<file path="src/rtl/smc_pkg.sv">
package smc_pkg;
    localparam int ADDR_W  = 16;
    localparam int DATA_W  = 8;
    localparam int BASE_W  = 7;
    localparam int PH_W    = 4;
    localparam int ALIGN_W = ADDR_W - BASE_W;

    // phases at which capture events happen (behaviour depends on these)
    localparam logic [PH_W-1:0] PH_ADDR_CAP = PH_W'(3);   // Q rising edge
    localparam logic [PH_W-1:0] PH_VID_END  = PH_W'(7);   // last low-E phase
    localparam logic [PH_W-1:0] PH_WDAT_CAP = PH_W'(11);  // Q falling edge
    localparam logic [PH_W-1:0] PH_CPU_END  = PH_W'(15);  // E falling edge

    typedef enum logic [1:0] {
        SLOT_VID = 2'd0,
        SLOT_REF = 2'd1,
        SLOT_CPU = 2'd2
    } slot_e;

    typedef struct packed {
        logic [ADDR_W-1:0] addr;
        logic              rd;
    } cpu_req_t;

    function automatic logic [ADDR_W-1:0] video_addr_of(
        input logic [BASE_W-1:0] base,
        input logic [ADDR_W-1:0] ofs
    );
        return {base, {ALIGN_W{1'b0}}} + ofs;
    endfunction
endpackage

</file>
<file path="src/rtl/smc_timing.sv">
module smc_timing
    import smc_pkg::*;
#(
    parameter int REF_LOG2 = 6
) (
    input  logic            clk,
    input  logic            rst,
    output logic [PH_W-1:0] ph,
    output logic            e_clk,
    output logic            q_clk,
    output logic            burst_en,
    output slot_e           slot
);
    logic [PH_W-1:0]     ph_nx;
    logic [REF_LOG2-1:0] cyc;

    assign ph_nx = ph + PH_W'(1);

    always_ff @(posedge clk) begin
        if (rst) begin
            ph    <= '0;
            e_clk <= 1'b0;
            q_clk <= 1'b0;
            cyc   <= '0;
        end else begin
            ph    <= ph_nx;
            e_clk <= ph_nx[PH_W-1];
            q_clk <= ph_nx[PH_W-1] ^ ph_nx[PH_W-2];
            if (ph == PH_CPU_END)
                cyc <= cyc + REF_LOG2'(1);
        end
    end

    assign burst_en = (ph[1:0] == 2'b11);

    always_comb begin
        if (ph[PH_W-1])
            slot = SLOT_CPU;
        else if (&cyc)
            slot = SLOT_REF;
        else
            slot = SLOT_VID;
    end
endmodule

</file>
<file path="src/rtl/smc_vidaddr.sv">
module smc_vidaddr
    import smc_pkg::*;
#(
    parameter int REF_W = 8
) (
    input  logic              clk,
    input  logic              rst,
    input  logic              base_we,
    input  logic [BASE_W-1:0] base_din,
    input  logic              vid_step,
    input  slot_e             slot,
    input  logic [PH_W-1:0]   ph,
    output logic [ADDR_W-1:0] vid_addr,
    output logic [REF_W-1:0]  ref_addr
);
    logic [BASE_W-1:0] base_r;
    logic [ADDR_W-1:0] ofs_r;
    logic              ref_done;

    assign ref_done = (slot == SLOT_REF) && (ph == PH_VID_END);

    always_ff @(posedge clk) begin
        if (rst) begin
            base_r   <= '0;
            ofs_r    <= '0;
            ref_addr <= '0;
        end else begin
            if (base_we)
                base_r <= base_din;
            if (vid_step)
                ofs_r <= ofs_r + ADDR_W'(1);
            if (ref_done)
                ref_addr <= ref_addr + REF_W'(1);
        end
    end

    assign vid_addr = video_addr_of(base_r, ofs_r);
endmodule

</file>
<file path="src/rtl/smc_datapath.sv">
module smc_datapath
    import smc_pkg::*;
#(
    parameter int REF_W = 8
) (
    input  logic              clk,
    input  logic              rst,
    input  logic [PH_W-1:0]   ph,
    input  slot_e             slot,
    input  logic [ADDR_W-1:0] cpu_addr,
    input  logic              cpu_rw,
    input  logic [DATA_W-1:0] cpu_wdata,
    input  logic [ADDR_W-1:0] vid_addr,
    input  logic [REF_W-1:0]  ref_addr,
    input  logic [DATA_W-1:0] mem_rdata,
    output logic [ADDR_W-1:0] mem_addr,
    output logic              mem_rd,
    output logic              mem_wr,
    output logic              mem_ref,
    output logic [DATA_W-1:0] mem_wdata,
    output logic [DATA_W-1:0] cpu_rdata,
    output logic [DATA_W-1:0] vid_data
);
    cpu_req_t          req_q;
    logic [DATA_W-1:0] vhold;
    logic              vid_open;

    assign vid_open = (slot == SLOT_VID);

    always_ff @(posedge clk) begin
        if (rst) begin
            req_q     <= '{addr: '0, rd: 1'b1};
            mem_wdata <= '0;
            cpu_rdata <= '0;
            vhold     <= '0;
        end else begin
            if (ph == PH_ADDR_CAP)
                req_q <= '{addr: cpu_addr, rd: cpu_rw};
            if (ph == PH_WDAT_CAP && !req_q.rd)
                mem_wdata <= cpu_wdata;
            if (slot == SLOT_CPU && ph == PH_CPU_END && req_q.rd)
                cpu_rdata <= mem_rdata;
            if (vid_open)
                vhold <= mem_rdata;
        end
    end

    always_comb begin
        unique case (slot)
            SLOT_CPU: mem_addr = req_q.addr;
            SLOT_REF: mem_addr = ADDR_W'(ref_addr);
            default:  mem_addr = vid_addr;
        endcase
    end

    assign mem_ref  = (slot == SLOT_REF);
    assign mem_rd   = vid_open || (slot == SLOT_CPU && req_q.rd);
    assign mem_wr   = (slot == SLOT_CPU) && !req_q.rd && (ph > PH_WDAT_CAP);
    assign vid_data = vid_open ? mem_rdata : vhold;
endmodule

</file>
<file path="src/rtl/shared_mem_ctrl.sv">
module shared_mem_ctrl
    import smc_pkg::*;
#(
    parameter int REF_W    = 8,
    parameter int REF_LOG2 = 6
) (
    input  logic              clk,
    input  logic              rst,
    input  logic [ADDR_W-1:0] cpu_addr,
    input  logic              cpu_rw,
    input  logic [DATA_W-1:0] cpu_wdata,
    output logic [DATA_W-1:0] cpu_rdata,
    input  logic              vid_step,
    input  logic              base_we,
    input  logic [BASE_W-1:0] base_din,
    output logic [DATA_W-1:0] vid_data,
    input  logic [DATA_W-1:0] mem_rdata,
    output logic              e_clk,
    output logic              q_clk,
    output logic              burst_en,
    output logic [ADDR_W-1:0] mem_addr,
    output logic              mem_rd,
    output logic              mem_wr,
    output logic              mem_ref,
    output logic [DATA_W-1:0] mem_wdata
);
    logic [PH_W-1:0]   ph;
    slot_e             slot;
    logic [ADDR_W-1:0] vid_addr;
    logic [REF_W-1:0]  ref_addr;

    smc_timing #(.REF_LOG2(REF_LOG2)) u_timing (
        .clk      (clk),
        .rst      (rst),
        .ph       (ph),
        .e_clk    (e_clk),
        .q_clk    (q_clk),
        .burst_en (burst_en),
        .slot     (slot)
    );

    smc_vidaddr #(.REF_W(REF_W)) u_vidaddr (
        .clk      (clk),
        .rst      (rst),
        .base_we  (base_we),
        .base_din (base_din),
        .vid_step (vid_step),
        .slot     (slot),
        .ph       (ph),
        .vid_addr (vid_addr),
        .ref_addr (ref_addr)
    );

    smc_datapath #(.REF_W(REF_W)) u_datapath (
        .clk       (clk),
        .rst       (rst),
        .ph        (ph),
        .slot      (slot),
        .cpu_addr  (cpu_addr),
        .cpu_rw    (cpu_rw),
        .cpu_wdata (cpu_wdata),
        .vid_addr  (vid_addr),
        .ref_addr  (ref_addr),
        .mem_rdata (mem_rdata),
        .mem_addr  (mem_addr),
        .mem_rd    (mem_rd),
        .mem_wr    (mem_wr),
        .mem_ref   (mem_ref),
        .mem_wdata (mem_wdata),
        .cpu_rdata (cpu_rdata),
        .vid_data  (vid_data)
    );
endmodule

</file>
<file path="config.mk">
export PLATFORM = sky130hd
export DESIGN_NAME = shared_mem_ctrl
export DESIGN_NICKNAME = d
export VERILOG_FILES = /design/src/rtl/smc_pkg.sv /design/src/rtl/smc_timing.sv /design/src/rtl/smc_vidaddr.sv /design/src/rtl/smc_datapath.sv /design/src/rtl/shared_mem_ctrl.sv
export SDC_FILE = /design/constraint.sdc
export NUM_CORES = 1
export LEC_CHECK = 0
export ABC_CLOCK_PERIOD_IN_PS = 2100
export BUFFER_PORTS_ARGS = -buffer_cell sky130_fd_sc_hd__buf_2
export CAP_MARGIN = 25
export CORE_MARGIN = 3
export CORE_UTILIZATION = 30
export CTS_BUF_LIST = sky130_fd_sc_hd__clkbuf_2
export DETAILED_ROUTE_END_ITERATION = 16
export PLACE_DENSITY = 0.52
export SLEW_MARGIN = 20
export SYNTH_ARGS = -nofsm -noshare
export SYNTH_HDL_FRONTEND = slang
export SYNTH_SLANG_ARGS = --single-unit
export TNS_END_PERCENT = 50
</file>
<file path="constraint.sdc">
create_clock -name clk -period 2.1 [get_ports clk]
set_clock_uncertainty 0.05 [all_clocks]
set_input_delay 0.315 -clock clk [delete_from_list [all_inputs] [get_ports clk]]
set_output_delay 0.315 -clock clk [all_outputs]
set_load 0.1 [all_outputs]
</file>
==> impl_metrics.yaml, run 1 <==
run_status:
  status: "complete, but fails checks"
  violations: "setup timing"
cells_and_area:
  drive_above_1_share_pct: 34.0
  final_cells: 761
  final_area_um2: 5970
  n_fill_cell: 1152
  areaGrowthSynthToFinish_pct: 55.8
  layout_common_cells: "74 x nand2_1, 74 x dfxtp_1, 61 x buf_2"
  nNetsFinal: 642
routing:
  initialDrtViolationCount: 142
  via_per_inst: 4.53
  wl_mm: 9.96
  post_drt_wl_per_cell_um: 13.1
  antenna_left: 0
  via_count: 3446
  drtPass1Iterations: 4
  drc: 0
place:
  portBuffers: 89
  gp_congestion: 0.780
  hpwl_mm: 7.07
  dp_cells: 689
  place_area_um2: 5210
timing:
  min_period_ns: 2.77
  worst_slack_ns: -0.667
  hold_viol: 0
  relSlewSlack_pct: 63.6
  tightest_slew_ns: 0.545
  rsz0062_at_grt: "true"
  tns_ns: -9.71
  max_freq_mhz: 361
  setup_viol: 26
  finalMaxSlewViolations: 0
  hold_ws_ns: 0.154
  finalCritPeriodShare_pct: 132
clock_tree:
  clkTransAtPathRegs_ns: 0.19
  clkLatencyLatePin_ns: 0.51
  clk_path_buf_depth: 2
  cts_tree: "yes"
  cts_max_level: 3
  cts_inserted_buffers: 9
  cts_sinks: 83
  cts_root_buf: "clkbuf_2"
critical_path:
  rrSetupSlack_ns: 0.24
  cp_cell_sequence: "ha_4, fa_2, a21o_1, a2111oi_4, xnor2_1, a22o_4, buf_12"
  worstPathArrival_ns: 2.40
  max_stage_delay_ns: 0.38
  crit_fanout: 2
  critPathSlowestCell: "dfxtp_2"
  rr_worst_depth: 4
  timing.rr.end: "u_vidaddr.ref_addr[6]"
  worst_setup_path_end_kind: "output pin"
  path_class: "flip-flop to output pin"
  r2r-start: "u_timing.ph[2]"
  worstPathRequired_ns: 1.74
  critPathLaunchType: "flip-flop"
power:
  p_switching_w: 0.000866
  power_density_nw_per_um2: 483
  switching_share_pct: 30.1
  power.share.combinational_pct: 19.9
  finalPower_w: 0.00288
  p_leak_nw: 2.52
  vdd_ir_drop_max_uv: 189
  p_seq_share_pct: 57.1
  p_int_w: 0.00202
  p_clk_share_pct: 23.0
grt:
  grt_pass1_wl_mm: 16.8
  antenna_found_initial: 1
  grt_max_degree: 29
  grt_pass1_vias: 3363
  grtUsageTotal_pct: 14.5
  grt.overflow.total: 0
die:
  dieArea_um2: 14200
  pin_count: 90
  die_y_um: 119
  fp.coreArea_um2: 12300
  start_util_pct: 31.3
  die_w_um: 119
  rows: 40
synth:
  synth.yosys.seq_area_share_pct: 43.3
  synth_fa_ha_area_share_pct: 3.78
  synthFlopType: "dfxtp_1"
  mappedNetlistNets: 489
  synth-simple-area-share_pct: 23.5
  syn_inst: 434
  synth_area_um2: 3830
  synth_top_family_by_area: "simple AND/OR/NAND/NOR gates"
  synth_warnings: 0
  ys_types: 47
  synthArstFlopShare_pct: 0
  ys_ff_latch: 83
  synth-xor-area-share_pct: 6.62
  syn_avg_cell_area_um2: 8.84
  synth_mux_area_share_pct: 10.0
  synth_compound_area_share_pct: 8.97
  synth_edf_count: 0
job:
  maxCapViolCount: 0
min_path:
  min-delay-start: "base_we"
  hold_path.class: "input pin to flip-flop"
  whs_path_depth: 3
  hold_path_end: "u_vidaddr.base_r[2]"
[power by group through the flow]
| stage | clock [W] | sequential (W) | combinational (W) |
|---|---|---|---|
| global placement | 0 | 0.00167 | 0.000503 |
| floorplan | 0 | 0.00167 | 0.000311 |
| detailed placement | 0 | 0.00168 | 0.000506 |
| finish | 0.000664 | 0.00165 | 0.000573 |
| CTS | 0.000701 | 0.00165 | 0.000574 |
| global route | 0.000769 | 0.00165 | 0.000609 |
[synth_stat cells, types with 2 or more instances]
cell type	n	area, um^2
xnor2_1	9	78.8
xor2_1	20	175
and2_1	4	25.0
buf_6	2	22.5
mux2_2	3	33.8
nand3_1	9	45.0
nor2b_1	11	68.8
nor2_1	47	176
inv_1	4	15.0
nand4_1	11	68.8
and3_1	9	56.3
a22o_1	3	26.3
nand2_1	76	285
and4_1	3	26.3
ha_1	10	125
nor3_1	2	10.0
o21ai_0	17	85.1
a21oi_1	32	160
buf_2	9	45.0
mux2_4	6	90.1
clkbuf_1	13	48.8
mux2i_1	25	250
or3_1	3	18.8
dfxtp_1	83	1660
[stage by stage]
stage               setup slack (ns)  util [%]
global placement              -0.118      42.5
floorplan                    -0.0822         -
finish                        -0.667      48.7
CTS                           -0.737      48.4
global route                  -0.784      48.7
detailed placement            -0.141      42.5
[flip-flops by register name (all words and copies together), names as in the netlist]
signal	cells
u_datapath.req_q	17
u_datapath.cpu_rdata	8
u_datapath.vhold	8
u_timing.ph	3
u_vidaddr.ofs_r	16
u_datapath.mem_wdata	8
u_timing.q_clk	1
u_timing.cyc	6
u_vidaddr.ref_addr	8
u_timing.e_clk	1
u_vidaddr.base_r	7
[critical path, delay by kind of cell, from the launching register on]
family	cells	cell delay (ns)
AO/OA/AOI/OAI	3	0.74
adder cells (fa/ha/maj)	2	0.49
flip-flops	1	0.38
buffers and inverters	1	0.16
XOR/XNOR	1	0.12
[cells by family after synthesis]
kind of cell	Yosys count
compound gates	60
xor+xnor	29
flops	83
simple gates	186
fa+ha+maj	11
buf+inv	30
mux	35
[how the worst max path moves through the flow]
stage / slack [ns] / cells after the start / from / end
detailed placement: -0.14 / 7 / u_vidaddr.base_r[0] / mem_addr[15]
floorplan: -0.08 / 6 / u_vidaddr.ofs_r[9] / mem_addr[15]
global route: -0.78 / 7 / u_vidaddr.ofs_r[9] / mem_addr[15]
CTS: -0.74 / 7 / u_vidaddr.ofs_r[9] / mem_addr[15]
finish: -0.67 / 7 / u_vidaddr.ofs_r[9] / mem_addr[15]
global placement: -0.12 / 7 / u_vidaddr.ofs_r[9] / mem_addr[15]
[timing repair]
action / CTS / global route
endpoints found under the hold margin: 42 / 0
setup buffers: 10 / 2
pin swaps: 10 / 7
gates resized for setup: 26 / 9
cloned: 2 / 0
setup endpoints to repair: 27 / 26
hold buffers: 41 / 0
[metal layers]
layer  vias to the layer above  share of wire (%)  track usage [%]
met4                         0                1.8             6.30
li1                       1780                  -                -
met1                      1583                 51             19.4
met3                        12                3.5             2.04
met5                         -                  0                0
met2                        71                 44             23.1
[layout make-up]
cell class / instances / area (um^2) / area share, %
multi-input combinational: 322 / 2390 / 40.1
sequential: 83 / 1680 / 28.0
timing repair buffer: 167 / 1600 / 26.8
tap: 168 / 210 / 3.52
clock buffer: 11 / 55.1 / 0.921
clock inverter: 5 / 20.0 / 0.335
inverter: 4 / 15.0 / 0.251
antenna: 1 / 2.50 / 0.0419
Note: power is estimated with default switching activity, not from simulation.
==> run 2: changes to the inputs <==
- CORE_UTILIZATION: 30 -> 51
- PLACE_DENSITY: 0.52 -> 0.79
- SYNTH_HIERARCHICAL: unset -> 1
==> run 2 against run 1 <==
Net effect:
- the run still ends with setup timing left
- first-iteration DRC count grew to 3.1 times the previous value
- global-route usage up 12 points
- total power is 11% higher
- via count rose by 25%
- critical path depth is 3 higher
- clock power up 33%
- routed wire length is 43% higher
- final area is 8.4% higher
- hold slack worse by 0.12 ns
- area after synthesis grew 9.7%
- sequential cell count stayed put
- synthesized cell count up 10%
- highest routed layer unchanged
==> impl_metrics.yaml, run 2 <==
clock_tree:
  cts_inserted_buffers: 9
  cts_max_level: 3
  cts_root_buf: "clkbuf_2"
  clk_path_buf_depth: 2
  cts_sinks: 83
  cts_tree: "yes"
  clkLatencyLatePin_ns: 0.58
  clkTransAtPathRegs_ns: 0.24
run_status:
  violations: "setup timing"
  status: "complete, but fails checks"
critical_path:
  worst_setup_path_end_kind: "output pin"
  worstPathArrival_ns: 2.71
  path_class: "flip-flop to output pin"
  worstPathRequired_ns: 1.74
  crit_fanout: 2
  critPathLaunchType: "flip-flop"
cells_and_area:
  largest_registers: "u_datapath/req_q: 17 flops, u_vidaddr/ofs_r: 16 flops"
  final_cells: 741
  seqCellArea_um2: 1680
  top_register: "u_datapath/req_q"
  multi_input_area_um2: 2740
  final_area_um2: 6470
  areaGrowthSynthToFinish_pct: 53.9
  layout_common_cells: "71 x dfxtp_1, 61 x buf_2, 45 x nand2_1"
  layout_commonest_cell: "dfxtp_1"
  n_fill_cell: 398
  drive_above_1_share_pct: 39.3
  largest_reg_flops: 17
  n_antenna_cell: 0
  nNetsFinal: 692
grt:
  grtUsageMet3_pct: 5.41
  grtUsageMet2_pct: 46.4
  grt_pass1_wl_mm: 20.7
  grtUsageTotal_pct: 26.6
  grtUsageMet1_pct: 32.0
  grt.overflow.total: 0
  top_usage_layer: "met2"
  antenna_found_initial: 0
  grt_pass1_vias: 4157
  grt_max_degree: 39
power:
  p_switching_w: 0.00101
  finalPower_w: 0.00319
  power_density_nw_per_um2: 492
  vdd_ir_drop_max_uv: 396
  power.share.combinational_pct: 20.2
  p_seq_share_pct: 52.1
  p_leak_nw: 2.55
  p_int_w: 0.00217
  p_clk_share_pct: 27.8
  switching_share_pct: 31.8
routing:
  via_count: 4321
  antenna_left: 0
  post_drt_wl_per_cell_um: 19.3
  via_per_inst: 5.83
  wl_mm: 14.3
  drtPass1Iterations: 5
  drc: 0
  initialDrtViolationCount: 440
timing:
  hold_ws_ns: 0.0365
  tightest_slew_ns: 0.720
  hold_viol: 0
  min_period_ns: 3.08
  rsz0062_at_grt: "true"
  finalMaxSlewViolations: 0
  max_freq_mhz: 325
  relSlewSlack_pct: 52.0
  worst_slack_ns: -0.976
  finalCritPeriodShare_pct: 146
  setup_viol: 30
place:
  portBuffers: 89
  gp_congestion: 0.875
  place_area_um2: 5460
  hpwl_mm: 7.32
  dp_cells: 665
synth:
  netlist.area_leader.share_pct: 39.5
  synthArstFlopShare_pct: 0
  synth_area_leaders: "dfxtp_1 40%, mux2i_1 6.2%, nand2b_1 5.1%"
  syn_avg_cell_area_um2: 8.80
  ys_ff_latch: 83
  synth_warnings: 6
  ys_types: 52
  synthFlopType: "dfxtp_1"
  synth_area_um2: 4210
  syn_inst: 478
  yosys-top-cells-count: "83 x dfxtp_1, 45 x nand2_1, 42 x nor2_1"
  synth_most_common_cell: "dfxtp_1"
  yosysTopAreaCell: "dfxtp_1"
  synth_edf_count: 0
  mappedNetlistNets: 536
  synth.yosys.seq_area_share_pct: 39.5
job:
  maxCapViolCount: 0
die:
  pin_count: 90
  die_w_um: 96.8
  dieArea_um2: 9370
  start_util_pct: 53.6
  die_y_um: 96.8
  fp.coreArea_um2: 7850
  rows: 32
min_path:
  hold_path.class: "input pin to flip-flop"
[run 2: cell types whose count changed after synthesis, sizes merged, moves of 6 or more]
cell,previous run,this run
nand2,76,45
nand2b,1,34
buf,13,23
xor2,20,11
a22oi,0,8
and3,9,3
inv,4,16
nand3,11,22
[run 2: layer usage]
metal / part of all wire [%] / vias to the layer above
met2: 49 / 240
met3: 7.5 / 73
li1: - / 1933
met1: 39 / 2075
met5: 0 / -
met4: 4.8 / 0
[run 2: critical path, cell delays in order (launching register included)]
cell and delay [ns]:
dfxtp_2 0.41, ha_4 0.16, inv_2 0.04, fa_2 0.38, nor2b_4 0.14, o31a_1 0.17
o32ai_1 0.12, a311oi_1 0.24, inv_1 0.12, o21ai_4 0.18, buf_12 0.19
[run 2: timing repair]
item                                    CTS  global route
cloned                                    1             0
setup buffers                            22             9
resized for setup                        53            32
endpoints found under the setup margin   29            37
hold endpoints to repair                 39             0
hold buffers                             39             0
pin swaps                                15            16
[run 2: cells by family after synthesis]
logic type	after synthesis	synth area share, %
simple gates	199	25.6
flops	83	39.5
compound gates	71	9.82
buf+inv	52	7.11
mux	36	8.87
xor+xnor	23	4.79
fa+ha+maj	14	4.34
[run 2: power by group through the flow]
stage,Combinational (W),Clock [W],Sequential [W]
detailed placement,0.000540,0,0.00168
CTS,0.000610,0.000877,0.00165
global route,0.000669,0.000960,0.00166
finish,0.000643,0.000885,0.00166
floorplan,0.000359,0,0.00168
global placement,0.000532,0,0.00168
[run 2: worst paths after layout]
| path | end | startpoint | cells past startpoint | slack (ns) |
|---|---|---|---|---|
| worst min register to register | u_datapath/mem_wdata[5] | u_datapath/mem_wdata[5] | 2 | 0.44 |
| worst max register to register | u_timing/cyc[5] | u_timing/cyc[3] | 13 | -0.31 |
| worst min-delay path | u_datapath/cpu_rdata[5] | mem_rdata[5] | 3 | 0.04 |
| worst max-delay path | mem_addr[15] | u_vidaddr/ofs_r[9] | 10 | -0.98 |
[run 2: layout make-up]
cell class / count / area share, %
sequential: 83 / 25.9
tap: 102 / 1.97
inverter: 16 / 0.928
timing repair buffer: 181 / 26.9
multi-input combinational: 343 / 42.3
clock inverter: 7 / 1.22
clock buffer: 9 / 0.696
[run 2: stage by stage]
| stage | setup slack, ns | util (%) | setup TNS, ns |
|---|---|---|---|
| 6_report | -0.976 | 82.5 | -16.73 |
| 5_1_grt | -1.06 | 82.5 | -18.85 |
| 4_1_cts | -0.834 | 81.3 | -15.58 |
| 3_5_place_dp | -0.244 | 69.6 | -0.880 |
| 3_3_place_gp | -0.181 | 69.6 | -0.493 |
| 2_1_floorplan | -0.378 | - | -5.51 |
==> run 3: changes to the inputs <==
- ABC_CLOCK_PERIOD_IN_PS: 2100 -> 3500
- CORE_UTILIZATION: 51 -> 53
- clock period: 2.1 -> 3.5 ns (I/O delays scaled with it)
==> run 3 against run 2 <==
Net effect:
- the run now ends clean
- first-iteration DRC count down 63%
- clock power down 28%
- register-to-register slack better by 1.7 ns
- hold slack better by 0.12 ns
- sequential cell count unchanged
- critical path type unchanged
- highest routed layer unchanged
==> impl_metrics.yaml, run 3 (synthesis results as in run 2) <==
grt:
  grt_max_degree: 69
  grtUsageTotal_pct: 21.8
  grt_pass1_vias: 3424
  grt.overflow.total: 0
  grt_pass1_wl_mm: 15.6
  antenna_found_initial: 0
die:
  dieArea_um2: 9040
  start_util_pct: 56.2
  die_y_um: 95.1
  die_w_um: 95.1
  fp.coreArea_um2: 7490
  pin_count: 90
  rows: 31
cells_and_area:
  areaGrowthSynthToFinish_pct: 18.8
  n_antenna_cell: 0
  drive_above_1_share_pct: 27.0
  top_register: "u_datapath/req_q"
  largest_registers: "u_datapath/req_q: 17 flops, u_vidaddr/ofs_r: 16 flops"
  final_cells: 654
  layout_commonest_cell: "dfxtp_1"
  layout_common_cells: "82 x dfxtp_1, 79 x buf_2, 45 x nand2_1"
  final_core_util_pct: 66.7
  largest_reg_flops: 17
  nNetsFinal: 608
place:
  dp_cells: 637
  portBuffers: 89
  gp_congestion: 0.841
  hpwl_mm: 6.94
  place_ws_ns: 0.479
timing:
  max_freq_mhz: 296
  worst_slack_ns: 0.120
  min_period_ns: 3.38
  finalCritPeriodShare_pct: 96.6
  finalMaxSlewViolations: 0
  setup_viol: 0
  tns_ns: 0
  hold_viol: 0
  relSlewSlack_pct: 44.5
  tightest_slew_ns: 0.827
routing:
  drc: 0
  post_drt_wl_per_cell_um: 14.6
  initialDrtViolationCount: 161
  antenna_left: 0
  via_count: 3521
  drtPass1Iterations: 5
  via_per_inst: 5.38
  wl_mm: 9.56
clock_tree:
  clkLatencyLatePin_ns: 0.52
  holdBufCountCts: 0
  clkTransAtPathRegs_ns: 0.24
  cts_sinks: 83
  cts_inserted_buffers: 9
  cts_tree: "yes"
  clk_path_buf_depth: 2
  cts_setup_buffers: 0
  cts_root_buf: "clkbuf_2"
  post_cts_resized: 2
  cts_max_level: 3
critical_path:
  timing.rr.end: "u_datapath/cpu_rdata[4]"
  critPathLaunchType: "flip-flop"
  worst_setup_path_end_kind: "output pin"
  crit_fanout: 4
  r2r-start: "u_timing/cyc[0]"
  rrSetupSlack_ns: 1.43
  worstPathArrival_ns: 2.81
  worstPathRequired_ns: 2.92
  rr_worst_depth: 7
  path_class: "flip-flop to output pin"
power:
  power_density_nw_per_um2: 381
  vdd_ir_drop_max_uv: 249
  p_leak_nw: 1.98
run_status:
  status: "completed"
min_path:
  whs_path_depth: 3
  hold_path.class: "input pin to flip-flop"
  min-delay-start: "cpu_addr[13]"
  hold_path_end: "u_datapath/req_q[14]"
job:
  maxCapViolCount: 0
## run 3: changes by cell type in the layout (fill, tap and decap cells not counted), moves of 8 or more
cell and change:
dlygate4sd3_1 -39, buf_4 -29, buf_12 -20, buf_2 +18
buf_6 -11, dfxtp_1 +11, dfxtp_2 -11, a21oi_4 -9
mux2_2 +8, mux2_4 -8, nor2_1 +8
## run 3: per-layer routing
layer / wire [um] / share of wire (%) / global-route usage (%)
met1: 4140 / 43 / 26.4
met2: 4660 / 49 / 37.0
met3: 590 / 6.2 / 6.24
met4: 158 / 1.7 / 6.97
met5: 0 / 0 / 0
## run 3: metrics by stage
| step | instance area, um^2 | power, W | hold slack, ns |
|---|---|---|---|
| 5_1_grt | 4990 | 0.00197 | 0.112 |
| 6_report | 4990 | 0.00191 | 0.157 |
| 3_5_place_dp | 4780 | 0.00128 | 0.397 |
| 2_1_floorplan | 4250 | 0.00121 | 0.387 |
| 3_3_place_gp | 4780 | 0.00127 | 0.396 |
| 4_1_cts | 4950 | 0.00192 | 0.115 |
## run 3: worst max-delay path by stage
stage	slack [ns]	end	cells after the start	start
global route	-0.01	mem_addr[15]	10	u_vidaddr/ofs_r[9]
global placement	0.55	mem_addr[1]	8	u_timing/cyc[2]
detailed placement	0.48	mem_addr[1]	8	u_timing/cyc[0]
finish	0.12	mem_addr[15]	10	u_vidaddr/ofs_r[9]
CTS	0.04	mem_addr[15]	10	u_vidaddr/ofs_r[9]
floorplan	-0.42	mem_addr[12]	5	u_timing/ph[3]
## run 3: cell type report
type | instances | area [um^2]
clock buffers | 10 | 50.0
clock inverters | 6 | 114
fillers | 606 | 2490
inverters | 16 | 60.1
multi-input cells | 343 | 2310
flip-flops and latches | 83 | 1670
well taps | 99 | 124
repair buffers | 97 | 676
## run 3: report_power, final
part           total [W]  internal [W]  switching [W]
clock           0.000641      0.000311       0.000330
combinational   0.000276     0.0000879       0.000188
sequential      0.000988      0.000969      0.0000188
## run 3: critical path: stages (launching register included)
cell and delay (ns):
dfxtp_4 0.42, ha_1 0.19, inv_1 0.06, fa_1 0.40, nor2b_1 0.19, o31a_1 0.20
o32ai_1 0.10, a311oi_1 0.21, inv_1 0.12, o21ai_2 0.19, buf_12 0.20
